`config.mk`:
```
export PLATFORM = sky130hd
export DESIGN_NAME = clus_sparsifier
export DESIGN_NICKNAME = d
export VERILOG_FILES = /design/src/rtl/clus_pkg.sv /design/src/rtl/clus_win_eval.sv /design/src/rtl/clus_pick.sv /design/src/rtl/clus_fifo.sv /design/src/rtl/clus_sparsifier.sv
export SDC_FILE = /design/constraint.sdc
export NUM_CORES = 2
export LEC_CHECK = 0
export ABC_AREA = 0
export ABC_CLOCK_PERIOD_IN_PS = 6500
export BUFFER_PORTS_ARGS = -buffer_cell sky130_fd_sc_hd__buf_4
export CAP_MARGIN = 30
export CORE_MARGIN = 3
export CORE_UTILIZATION = 59
export CTS_BUF_LIST = sky130_fd_sc_hd__clkbuf_4 sky130_fd_sc_hd__clkbuf_8 sky130_fd_sc_hd__clkbuf_16
export DETAILED_ROUTE_END_ITERATION = 6
export GPL_ROUTABILITY_DRIVEN = 0
export PLACE_DENSITY = 0.83
export SLEW_MARGIN = 40
export SYNTH_ARGS = -nofsm -noshare
export SYNTH_HDL_FRONTEND = slang
export SYNTH_SLANG_ARGS = --single-unit
```
`constraint.sdc`:
```
create_clock -name clk -period 6.5 [get_ports clk]
set_clock_uncertainty 0.1 [all_clocks]
set_input_delay 1.3 -clock clk [delete_from_list [all_inputs] [get_ports clk]]
set_output_delay 1.3 -clock clk [all_outputs]
set_load 0.005 [all_outputs]
```
`src/rtl/clus_pkg.sv`:
```
`timescale 1ns/1ps
package clus_pkg;
   localparam int WIN  = 3;
   localparam int TAPS = WIN * WIN;

   typedef enum logic {SCAN_IDLE, SCAN_BUSY} scan_st_t;

   // bits needed for a sum of TAPS samples of sw bits each
   function automatic int sum_width(input int sw);
      return $clog2(TAPS * (2 ** sw));
   endfunction
endpackage

```
`src/rtl/clus_win_eval.sv`:
```
`timescale 1ns/1ps
module clus_win_eval
   import clus_pkg::*;
#(
   parameter int NCOL = 16,
   parameter int SW   = 3,
   parameter int SUMW = 7
) (
   input  logic                 en,
   input  logic [NCOL*SW-1:0]   row_top,
   input  logic [NCOL*SW-1:0]   row_mid,
   input  logic [NCOL*SW-1:0]   row_bot,
   input  logic [SW-1:0]        seed_thr,
   input  logic [SUMW-1:0]      clus_thr,
   output logic [NCOL-1:0]      cand
);
   for (genvar c = 0; c < NCOL; c++) begin : g_col
      if (c == 0 || c == NCOL - 1) begin : g_edge
         assign cand[c] = 1'b0;
      end else begin : g_win
         logic [SUMW-1:0] acc;
         always_comb begin
            acc = '0;
            for (int d = 0; d < WIN; d++) begin
               acc = acc + SUMW'(row_top[(c-1+d)*SW +: SW])
                         + SUMW'(row_mid[(c-1+d)*SW +: SW])
                         + SUMW'(row_bot[(c-1+d)*SW +: SW]);
            end
         end
         assign cand[c] = en && (row_mid[c*SW +: SW] > seed_thr) && (acc > clus_thr);
      end
   end
endmodule

```
`src/rtl/clus_pick.sv`:
```
`timescale 1ns/1ps
module clus_pick #(
   parameter int NCOL  = 16,
   parameter int GROUP = 8,
   parameter int CW    = 4
) (
   input  logic [NCOL-1:0] pend,
   output logic            hit,
   output logic [CW-1:0]   idx
);
   localparam int NGRP = NCOL / GROUP;
   localparam int GW   = (NGRP  > 1) ? $clog2(NGRP)  : 1;
   localparam int GBW  = (GROUP > 1) ? $clog2(GROUP) : 1;

   logic [NGRP-1:0] grp_any;

   for (genvar g = 0; g < NGRP; g++) begin : g_or
      assign grp_any[g] = |pend[g*GROUP +: GROUP];
   end

   if (NGRP == 1) begin : g_flat
      always_comb begin
         idx = '0;
         for (int b = NCOL - 1; b >= 0; b--) begin
            if (pend[b]) idx = CW'(b);
         end
      end
   end else begin : g_grouped
      logic [GW-1:0]    gsel;
      logic [GBW-1:0]   bsel;
      logic [GROUP-1:0] sub;
      always_comb begin
         gsel = '0;
         for (int g = NGRP - 1; g >= 0; g--) begin
            if (grp_any[g]) gsel = GW'(g);
         end
         sub  = pend[int'(gsel)*GROUP +: GROUP];
         bsel = '0;
         for (int b = GROUP - 1; b >= 0; b--) begin
            if (sub[b]) bsel = GBW'(b);
         end
         idx = CW'(int'(gsel) * GROUP + int'(bsel));
      end
   end

   assign hit = |grp_any;
endmodule

```
`src/rtl/clus_fifo.sv`:
```
`timescale 1ns/1ps
module clus_fifo #(
   parameter int W     = 38,
   parameter int DEPTH = 4
) (
   input  logic         clk,
   input  logic         rst_n,
   input  logic         push,
   input  logic [W-1:0] din,
   output logic         full,
   input  logic         pop,
   output logic [W-1:0] dout,
   output logic         empty
);
   localparam int AW = (DEPTH > 1) ? $clog2(DEPTH) : 1;

   if (DEPTH < 2 || (2 ** AW) != DEPTH) begin : g_bad_depth
      $error("clus_fifo: DEPTH must be a power of two of at least 2");
   end

   logic [W-1:0]  mem [DEPTH];
   logic [AW-1:0] wptr, rptr;
   logic [AW:0]   cnt;

   assign full  = (cnt == (AW+1)'(DEPTH));
   assign empty = (cnt == '0);
   assign dout  = mem[rptr];

   always_ff @(posedge clk) begin
      if (!rst_n) begin
         wptr <= '0;
         rptr <= '0;
         cnt  <= '0;
      end else begin
         if (push && !full) begin
            mem[wptr] <= din;
            wptr      <= wptr + AW'(1);
         end
         if (pop && !empty) rptr <= rptr + AW'(1);
         case ({push && !full, pop && !empty})
            2'b10:   cnt <= cnt + (AW+1)'(1);
            2'b01:   cnt <= cnt - (AW+1)'(1);
            default: cnt <= cnt;
         endcase
      end
   end
endmodule

```
`src/rtl/clus_sparsifier.sv`:
```
`timescale 1ns/1ps
module clus_sparsifier
   import clus_pkg::*;
#(
   parameter int NCOL   = 16,
   parameter int GROUP  = 8,
   parameter int SW     = 3,
   parameter int NROW   = 100,
   parameter int FDEPTH = 4
) (
   input  logic                               clk,
   input  logic                               rst_n,
   input  logic                               cfg_load,
   input  logic [SW-1:0]                      cfg_seed,
   input  logic [clus_pkg::sum_width(SW)-1:0] cfg_clus,
   input  logic                               row_valid,
   input  logic                               row_start,
   input  logic [NCOL*SW-1:0]                 row_data,
   output logic                               row_ready,
   output logic                               out_valid,
   input  logic                               out_ready,
   output logic [$clog2(NROW)-1:0]            out_row,
   output logic [$clog2(NCOL)-1:0]            out_col,
   output logic [clus_pkg::TAPS*SW-1:0]       out_samples
);
   localparam int CW   = $clog2(NCOL);
   localparam int RW   = $clog2(NROW);
   localparam int SUMW = sum_width(SW);
   localparam int LW   = NCOL * SW;
   localparam int SMPW = TAPS * SW;
   localparam int RECW = RW + CW + SMPW;

   if (NCOL < WIN) begin : g_bad_ncol
      $error("clus_sparsifier: NCOL must be at least the window width");
   end
   if (GROUP < 1 || (NCOL % GROUP) != 0) begin : g_bad_group
      $error("clus_sparsifier: GROUP must divide NCOL");
   end
   if (SW < 1 || NROW < 3) begin : g_bad_misc
      $error("clus_sparsifier: SW and NROW out of range");
   end

   // threshold registers
   logic [SW-1:0]   seed_q;
   logic [SUMW-1:0] clus_q;

   // line buffers and frame position
   logic [LW-1:0] lb_old, lb_new;
   logic [1:0]    fill;
   logic [RW-1:0] row_cnt, cur_row;
   logic          win_en, accept;

   // row under scan
   logic [LW-1:0]   ev_rows [WIN];
   logic [RW-1:0]   ev_row;
   logic [NCOL-1:0] pending, cand, clr, pend_nx;
   scan_st_t        st;

   logic            sel_hit;
   logic [CW-1:0]   sel_idx;
   logic            push, fifo_full, fifo_empty;
   logic [SMPW-1:0] rec_smp;
   logic [RECW-1:0] fifo_dout;

   assign row_ready = (st == SCAN_IDLE);
   assign accept    = row_valid && row_ready;
   assign cur_row   = row_start ? '0 : row_cnt;
   assign win_en    = !row_start && (fill == 2'd2);

   clus_win_eval #(.NCOL(NCOL), .SW(SW), .SUMW(SUMW)) u_eval (
      .en       (win_en),
      .row_top  (lb_old),
      .row_mid  (lb_new),
      .row_bot  (row_data),
      .seed_thr (seed_q),
      .clus_thr (clus_q),
      .cand     (cand)
   );

   clus_pick #(.NCOL(NCOL), .GROUP(GROUP), .CW(CW)) u_pick (
      .pend (pending),
      .hit  (sel_hit),
      .idx  (sel_idx)
   );

   assign push    = (st == SCAN_BUSY) && sel_hit && !fifo_full;
   assign clr     = push ? (NCOL'(1) << sel_idx) : '0;
   assign pend_nx = pending & ~clr;

   // gather the nine taps around the selected centre, top-left first
   always_comb begin
      rec_smp = '0;
      for (int dr = 0; dr < WIN; dr++) begin
         for (int dc = 0; dc < WIN; dc++) begin
            int col;
            col = int'(sel_idx) + dc - 1;
            if (col < 0)        col = 0;
            if (col > NCOL - 1) col = NCOL - 1;
            rec_smp[(dr*WIN+dc)*SW +: SW] = ev_rows[dr][col*SW +: SW];
         end
      end
   end

   always_ff @(posedge clk) begin
      if (!rst_n) begin
         seed_q  <= '0;
         clus_q  <= '0;
         lb_old  <= '0;
         lb_new  <= '0;
         fill    <= '0;
         row_cnt <= '0;
         ev_row  <= '0;
         pending <= '0;
         st      <= SCAN_IDLE;
         for (int i = 0; i < WIN; i++) ev_rows[i] <= '0;
      end else begin
         if (cfg_load) begin
            seed_q <= cfg_seed;
            clus_q <= cfg_clus;
         end
         if (accept) begin
            lb_old     <= lb_new;
            lb_new     <= row_data;
            fill       <= row_start ? 2'd1 : ((fill == 2'd2) ? 2'd2 : fill + 2'd1);
            row_cnt    <= cur_row + RW'(1);
            ev_rows[0] <= lb_old;
            ev_rows[1] <= lb_new;
            ev_rows[2] <= row_data;
            ev_row     <= cur_row - RW'(1);
            pending    <= cand;
            st         <= (|cand) ? SCAN_BUSY : SCAN_IDLE;
         end else if (st == SCAN_BUSY) begin
            pending <= pend_nx;
            if (pend_nx == '0) st <= SCAN_IDLE;
         end
      end
   end

   clus_fifo #(.W(RECW), .DEPTH(FDEPTH)) u_fifo (
      .clk   (clk),
      .rst_n (rst_n),
      .push  (push),
      .din   ({ev_row, sel_idx, rec_smp}),
      .full  (fifo_full),
      .pop   (out_valid && out_ready),
      .dout  (fifo_dout),
      .empty (fifo_empty)
   );

   assign out_valid = !fifo_empty;
   assign {out_row, out_col, out_samples} = fifo_dout;
endmodule

```
# Yosys cells after proc, flatten, opt, wreduce, memory -nomap -nowiden

Memories as Yosys holds them, arrays and structs flattened. A register that Yosys moved wholly into a read port is not among the register bits.
Cells that the tools add are included.

Input port bits: 64
RAM bits: 296
Bits in registers: 146
Memories: 2
Output and inout port bits: 40

Memories:

| name       | words | bits a word | rd ports | clocked after memory_dff | wr ports | RTL line              | source |
|---|---|---|---|---|---|---|---|
| u_fifo.mem | 4     | 38          | 1        | 1                        | 1        | clus_fifo.sv:21       | `logic [W-1:0] mem [DEPTH];` |
| ev_rows    | 3     | 48          | 3        | 0                        | 3        | clus_sparsifier.sv:54 | `logic [LW-1:0] ev_rows [WIN];` |

Reduce and logical (&&, ||, !) cells: 47
Mux-type cells: 39
Magnitude comparators: 34
Add/subtract/negate cells: 125
Equality and inequality tests: 4
Shifts and indexed selects: 11
Bitwise operators: 7
$mul: 3

Operators by type and width:

| cell                    | number |
|---|---|
| $add A7 B3 Y7           | 98 |
| $shiftx A48 B32 Y3      | 9 |
| $mux W32                | 6 |
| $mux W48                | 3 |
| $gt A7 B7 Y1            | 14 |
| $gt A32 B5 Y1 const B   | 3 |
| $mul A32 B3 Y32 const B | 3 |
| $add A3 B3 Y4           | 14 |
| $gt A3 B3 Y1            | 14 |
| $logic_and A1 B1 Y1     | 35 |
| $mux W15                | 2 |
| $mux W3                 | 8 |
| $and A16 B16 Y16        | 1 |
| $logic_not A16 Y1       | 1 |
| $mux W16                | 1 |
| $not A16 Y16            | 1 |
| $reduce_or A16 Y1       | 1 |
| $reduce_or A8 Y1        | 2 |
| $shiftx A16 B5 Y8       | 1 |
| $shl A1 B4 Y16 const A  | 1 |
| $reduce_or A14 Y1       | 1 |
| $mux W1                 | 13 |
| $lt A6 B1 Y1 const B    | 2 |
| $sub A5 B1 Y6 const B   | 2 |
| 22 further kinds        | 34 |

# Depth between registers and ports, before layout

Depth after elaboration: 21
Gate-level depth with buffers: 30
Gate-level depth less buffers: 24

# By module

A second synthesis with hierarchy kept.

Cell total of the unflattened synthesis: 3379
Area total of the unflattened synthesis: 39499.1 um^2

Modules (own cells, without submodules):

| module          | seq. area each (um^2) | times used | cells each | area an instance (um^2) |
|---|---|---|---|---|
| clus_sparsifier | 7086.8                | 1          | 1731       | 20589.7 |
| clus_win_eval   | 0.0                   | 1          | 1358       | 12688.4 |
| clus_fifo       | 4744.6                | 1          | 252        | 5992.0 |
| clus_pick       | 0.0                   | 1          | 38         | 229.0 |

# Worst setup path after synthesis

OpenSTA, ideal clock, no wires.

Kind: flip-flop to flip-flop
Start: reg pending[2]
End: mem u_fifo.mem[0][18] (data pin)
Buffers on the path: 8
Data arrival time: 5.904 ns
Stages on the path, launching flop included: 28
Library setup time: 0.284 ns
Required time: 6.116 ns
Slack: 0.212 ns
Cell sequence: dfxtp_1 clkbuf_8 nor4_1 nand2_1 o21ai_0 nand3_1 o31ai_1 o21ai_0 a211oi_1 inv_1 ha_1 and2_1 a21o_1 buf_4 inv_2 buf_6 buf_4 clkbuf_1 ha_1 ha_1 inv_1 fa_1 clkbuf_1 clkbuf_1 clkbuf_1 o211ai_1 a22oi_1 nand3_1

Longest elaborated chain between the ends: 19

Ends and longest elaborated chain:

| what                     | RTL line               | source |
|---|---|---|
| start: declaration       | clus_sparsifier.sv:56  | `logic [NCOL-1:0] pending, cand, clr, pend_nx;` |
| start signal: assignment | clus_sparsifier.sv:130 | `pending <= cand;` |
| start signal: assignment | clus_sparsifier.sv:133 | `pending <= pend_nx;` |
| $reduce_or A8 Y1         | clus_pick.sv:18        | `assign grp_any[g] = \|pend[g*GROUP +: GROUP];` |
| $mux W1                  | clus_pick.sv:35        | `if (grp_any[g]) gsel = GW'(g);` |
| $shiftx A16 B5 Y8 (*)    | clus_pick.sv:37        | `sub = pend[int'(gsel)*GROUP +: GROUP];` |
| $mux W3 (7 in a row)     | clus_pick.sv:40        | `if (sub[b]) bsel = GBW'(b);` |
| $mux W3 (*)              | clus_pick.sv:40        |  |
| $add A4 B3 Y4 (*)        | clus_pick.sv:42        | `idx = CW'(int'(gsel) * GROUP + int'(bsel));` |
| via sel_idx[1]           | clus_sparsifier.sv:60  | `logic [CW-1:0] sel_idx;` |
| $sub A4 B1 Y5 (*)        | clus_sparsifier.sv:96  | `col = int'(sel_idx) + dc - 1;` |
| $lt A5 B1 Y1             | clus_sparsifier.sv:97  | `if (col < 0) col = 0;` |
| $mux W32 (*)             | clus_sparsifier.sv:97  |  |
| $gt A32 B5 Y1            | clus_sparsifier.sv:98  | `if (col > NCOL - 1) col = NCOL - 1;` |
| $mux W32 (*)             | clus_sparsifier.sv:98  |  |
| $mul A32 B3 Y32 (*)      | clus_sparsifier.sv:99  | `rec_smp[(dr*WIN+dc)*SW +: SW] = ev_rows[dr][col*SW +: SW];` |
| $shiftx A48 B32 Y3 (*)   | clus_sparsifier.sv:99  |  |
| via rec_smp[18]          | clus_sparsifier.sv:62  | `logic [SMPW-1:0] rec_smp;` |
| end: declaration         | clus_fifo.sv:21        |  |

The timed path passes the listed nets; every way through them passes the cells marked *.

# Worst setup path after layout

Start: reg pending[1]
End: mem u_fifo.mem[1][1] (data pin)

The elaborated chain is that of the path after synthesis.

==> metrics.csv <==
stage;metric;value;unit
status;status;complete, but fails checks;
status;violations;design-rule violations, negative setup slack;
worst_setup_path;cp-end-kind;register;
synth;yosysWarnings;0;
power;totalPowerFinal;0.0116;W
synth;ys.flop_type;edfxtp_1;
worst_setup_path;r2r_slack;-20;ps
timing;maxSlewHeadroom;36.5;%
timing;whs;385;ps
die;die_w;263;um
global_route;grt_max_degree;96;
global_route;antenna_found_initial;3;
routing;vias;30930;
synth;synthArstFlopShare;0;%
synth;syn_avg_cell_area;10.8;sq um
place;numPortBuffers;103;
cts;clock_sinks;443;
routing;drtAntennaViolNets;0;
layout;nNetsFinal;4365;
die;die_h;263;um
routing;drt_iter0_drc;4349;
synth;syn_inst;3625;
cts;cts_hold_buffers;0;
timing;hold_violations;0;
hold_path;hold_end;lb_new[2]$_SDFFE_PN0P_;
worst_setup_path;crit_required;6680;ps
global_route;grt.total_usage;32.8;%
hold_path;hp-class;register to register;
timing;grt_setup_unrepaired;no;
synth;synth_cell_types;85;
timing;setup_tns;-72.4;ps
synth;synth.area.top_cells;edfxtp_1 23%, fa_1 13%, ha_1 11%, mux4_2 7.8%, dfxtp_1 7.5%;
die;dieArea;0.0692;sq mm
worst_setup_path;critPathKind;register to register;
timing;worst_slack;-18.7;ps
layout;multiInputGateArea;0.0243;sq mm
timing;slew_viol_final;0;
die;io_pins;104;
worst_setup_path;r2r_start;pending[1]$_SDFFE_PN0P_;
layout;fill_cells;4825;
place;place_hpwl;84.5;mm
synth;yosysTopAreaCell;edfxtp_1;
worst_setup_path;r2r-end;u_fifo.mem[1][1]$_DFFE_PP_;
cts;cts_root_buf;clkbuf_16;
cts;htreeDepth;2;
cts;clock_path_buffers;3;
cts;cts_tree;yes;
layout;seq_area;0.0118;sq mm
layout;drive_gt1_share;13.3;%
worst_setup_path;startpoint_type;register;
layout;area_growth;8.59;%
power;p_leak;19.6;nW
worst_setup_path;ff2ff_path_depth;20;
synth;syn_area;0.0390;sq mm
synth;yosysMostFrequentCell;inv_1;
die;core_area;0.0649;sq mm
worst_setup_path;arrival;6690;ps
timing;worst_pin_slew;945;ps
cts;clkSlewWorstSetupHoldPaths;70;ps
global_route;grt_pass1_vias;30987;
run;cap_viol_max_count;0;
synth;synth_top_area_share;22.8;%
synth;yosysSeqAreaShare;30.4;%
synth;synth_edf_count;296;
global_route;grt_pass1_wl;178;mm
cts;clk_latency;600;ps
power;p_per_area;273;mW/mm^2
synth;synth-seq-cells;443;
timing;min_period;6520;ps
die;rows;93;
routing;wl_per_cell;24.8;um
routing;via_per_inst;6.71;
timing;max_freq;153;MHz
timing;setup_viol;4;
cts;numCtsBuffers;42;
synth;synth_fp_nets;4273;
routing;detail_route.wirelength;114;mm
layout;utilization;65.2;%
hold_path;hold_path_depth;1;
hold_path;worstHoldStart;lb_new[2]$_SDFFE_PN0P_;
cts;postCtsSetupRepairBufs;0;
worst_setup_path;critPathMaxFanout;10;
routing;dr.pass1.iters;7;
timing;finalCritPeriodShare;100;%
die;initial_core_util;60.0;%
synth;ys_top_cells_by_count;480 x inv_1, 328 x ha_1, 296 x edfxtp_1;
global_route;grt_remaining_overflow;0;
power;ir_drop;0.182;mV
routing;drc;20;
==> critical path, stage by stage (launching register included) <==
cell and delay [ps]:
dfxtp_1 410, nor4_2 470, nand2_1 270, o21ai_0 220, nand3_1 90, o31ai_1 80
o21ai_0 140, a211oi_1 250, buf_4 240, inv_1 150, ha_1 270, and2_1 210
nor2_1 220, ha_1 290, ha_1 450, nand2b_1 500, buf_4 370, o311ai_0 340
a31oi_1 120, a32oi_1 710, o21bai_1 280
==> cell type report <==
cell class / instances / share of cell area (%)
Antenna cell: 3 / 0.0177
Tap cell: 855 / 2.53
Timing Repair Buffer: 239 / 4.48
Inverter: 485 / 4.33
Clock buffer: 54 / 2.74
Sequential cell: 443 / 28.0
Multi-Input combinational cell: 2506 / 57.4
Clock inverter: 24 / 0.547
==> state kept, by name, indices dropped and copies added (netlist names), named ones only <==
register,flops
clus_q,7
ev_row,6
ev_rows,144
fill,2
lb_new,48
lb_old,48
pending,16
row_cnt,7
seed_q,3
st,1
u_fifo.cnt,3
u_fifo.mem,152
u_fifo.rptr,2
u_fifo.wptr,2
==> timing repair <==
action | CTS | global route
gates resized for setup | 0 | 2
setup endpoints to repair | 0 | 12
endpoints found under the hold margin | 0 | 0
==> cell usage in the layout, fill, tap and decap left out, types with 14 or more instances in the layout <==
master       n
clkbuf_16   42
nand3_1     78
nor2_1      95
nor3_1      15
a22oi_1     24
a31oi_1     36
a32oi_1     19
and3_1     155
nand2b_1    22
inv_1      475
nand2_1    289
ha_1       325
mux4_2     135
xor2_1      35
a211oi_1    17
buf_4      230
xnor2_1     22
edfxtp_1   296
o21a_1      26
a21o_1     149
fa_1       256
mux2i_1    244
nor2b_1     71
a21boi_0    16
o22ai_1     17
nand4_1     44
dfxtp_1    145
a221oi_1    14
o21ai_0     88
and2_1      21
a21oi_1    109
==> power breakdown <==
| group | switching, W | internal (W) | leakage [nW] |
|---|---|---|---|
| registers | 0.000261 | 0.00323 | 4.19 |
| logic | 0.00319 | 0.00239 | 14.7 |
| clock network | 0.00112 | 0.00137 | 0.688 |
| total | 0.00458 | 0.00699 | 19.6 |
==> worst max path at each step <==
| stage | start | to | slack [ps] | depth (start not counted) |
|---|---|---|---|---|
| 2_1_floorplan | pending[2]$_SDFFE_PN0P_ | u_fifo.mem[0][18]$_DFFE_PP_ | 210 | 27 |
| 3_3_place_gp | row_data[35] | st$_SDFF_PN0_ | 130 | 22 |
| 3_5_place_dp | row_data[20] | st$_SDFF_PN0_ | 10 | 21 |
| 4_1_cts | lb_old[18]$_SDFFE_PN0P_ | st$_SDFF_PN0_ | 260 | 23 |
| 5_1_grt | lb_old[18]$_SDFFE_PN0P_ | st$_SDFF_PN0_ | 1 | 23 |
| 6_report | pending[1]$_SDFFE_PN0P_ | u_fifo.mem[1][1]$_DFFE_PP_ | -20 | 20 |
==> kinds of logic after synthesis <==
group | Yosys count | synth area share [%]
AOI/OAI and AO/OA | 640 | 11.4
xor gates and xnor gates | 57 | 1.28
adders and majority gates | 584 | 23.7
buffers and inverters | 676 | 7.52
DFF | 443 | 30.4
muxes | 401 | 15.2
and+or+nand+nor | 824 | 10.6
==> metal layers <==
metal	up-vias	routed length [um]	share of wire [%]	global-route usage [%]
met5	-	51	0.045	0.485
met4	2	7250	6.3	16.4
met3	615	15200	13	10.2
met2	2224	50000	44	49.5
met1	14903	42000	37	42.8
li1	13186	-	-	-
==> through the flow <==
stage / setup slack (ps) / std cells / area (sq um)
after floorplan: 212 / 3625 / 39000
after global placement: 133 / 4526 / 40800
after detailed placement: 12.0 / 4526 / 40900
after CTS: 262 / 4604 / 42300
after global routing: 0.965 / 4608 / 42300
final: -18.7 / 4609 / 42300
No activity file was read; power rests on OpenSTA's default activity.
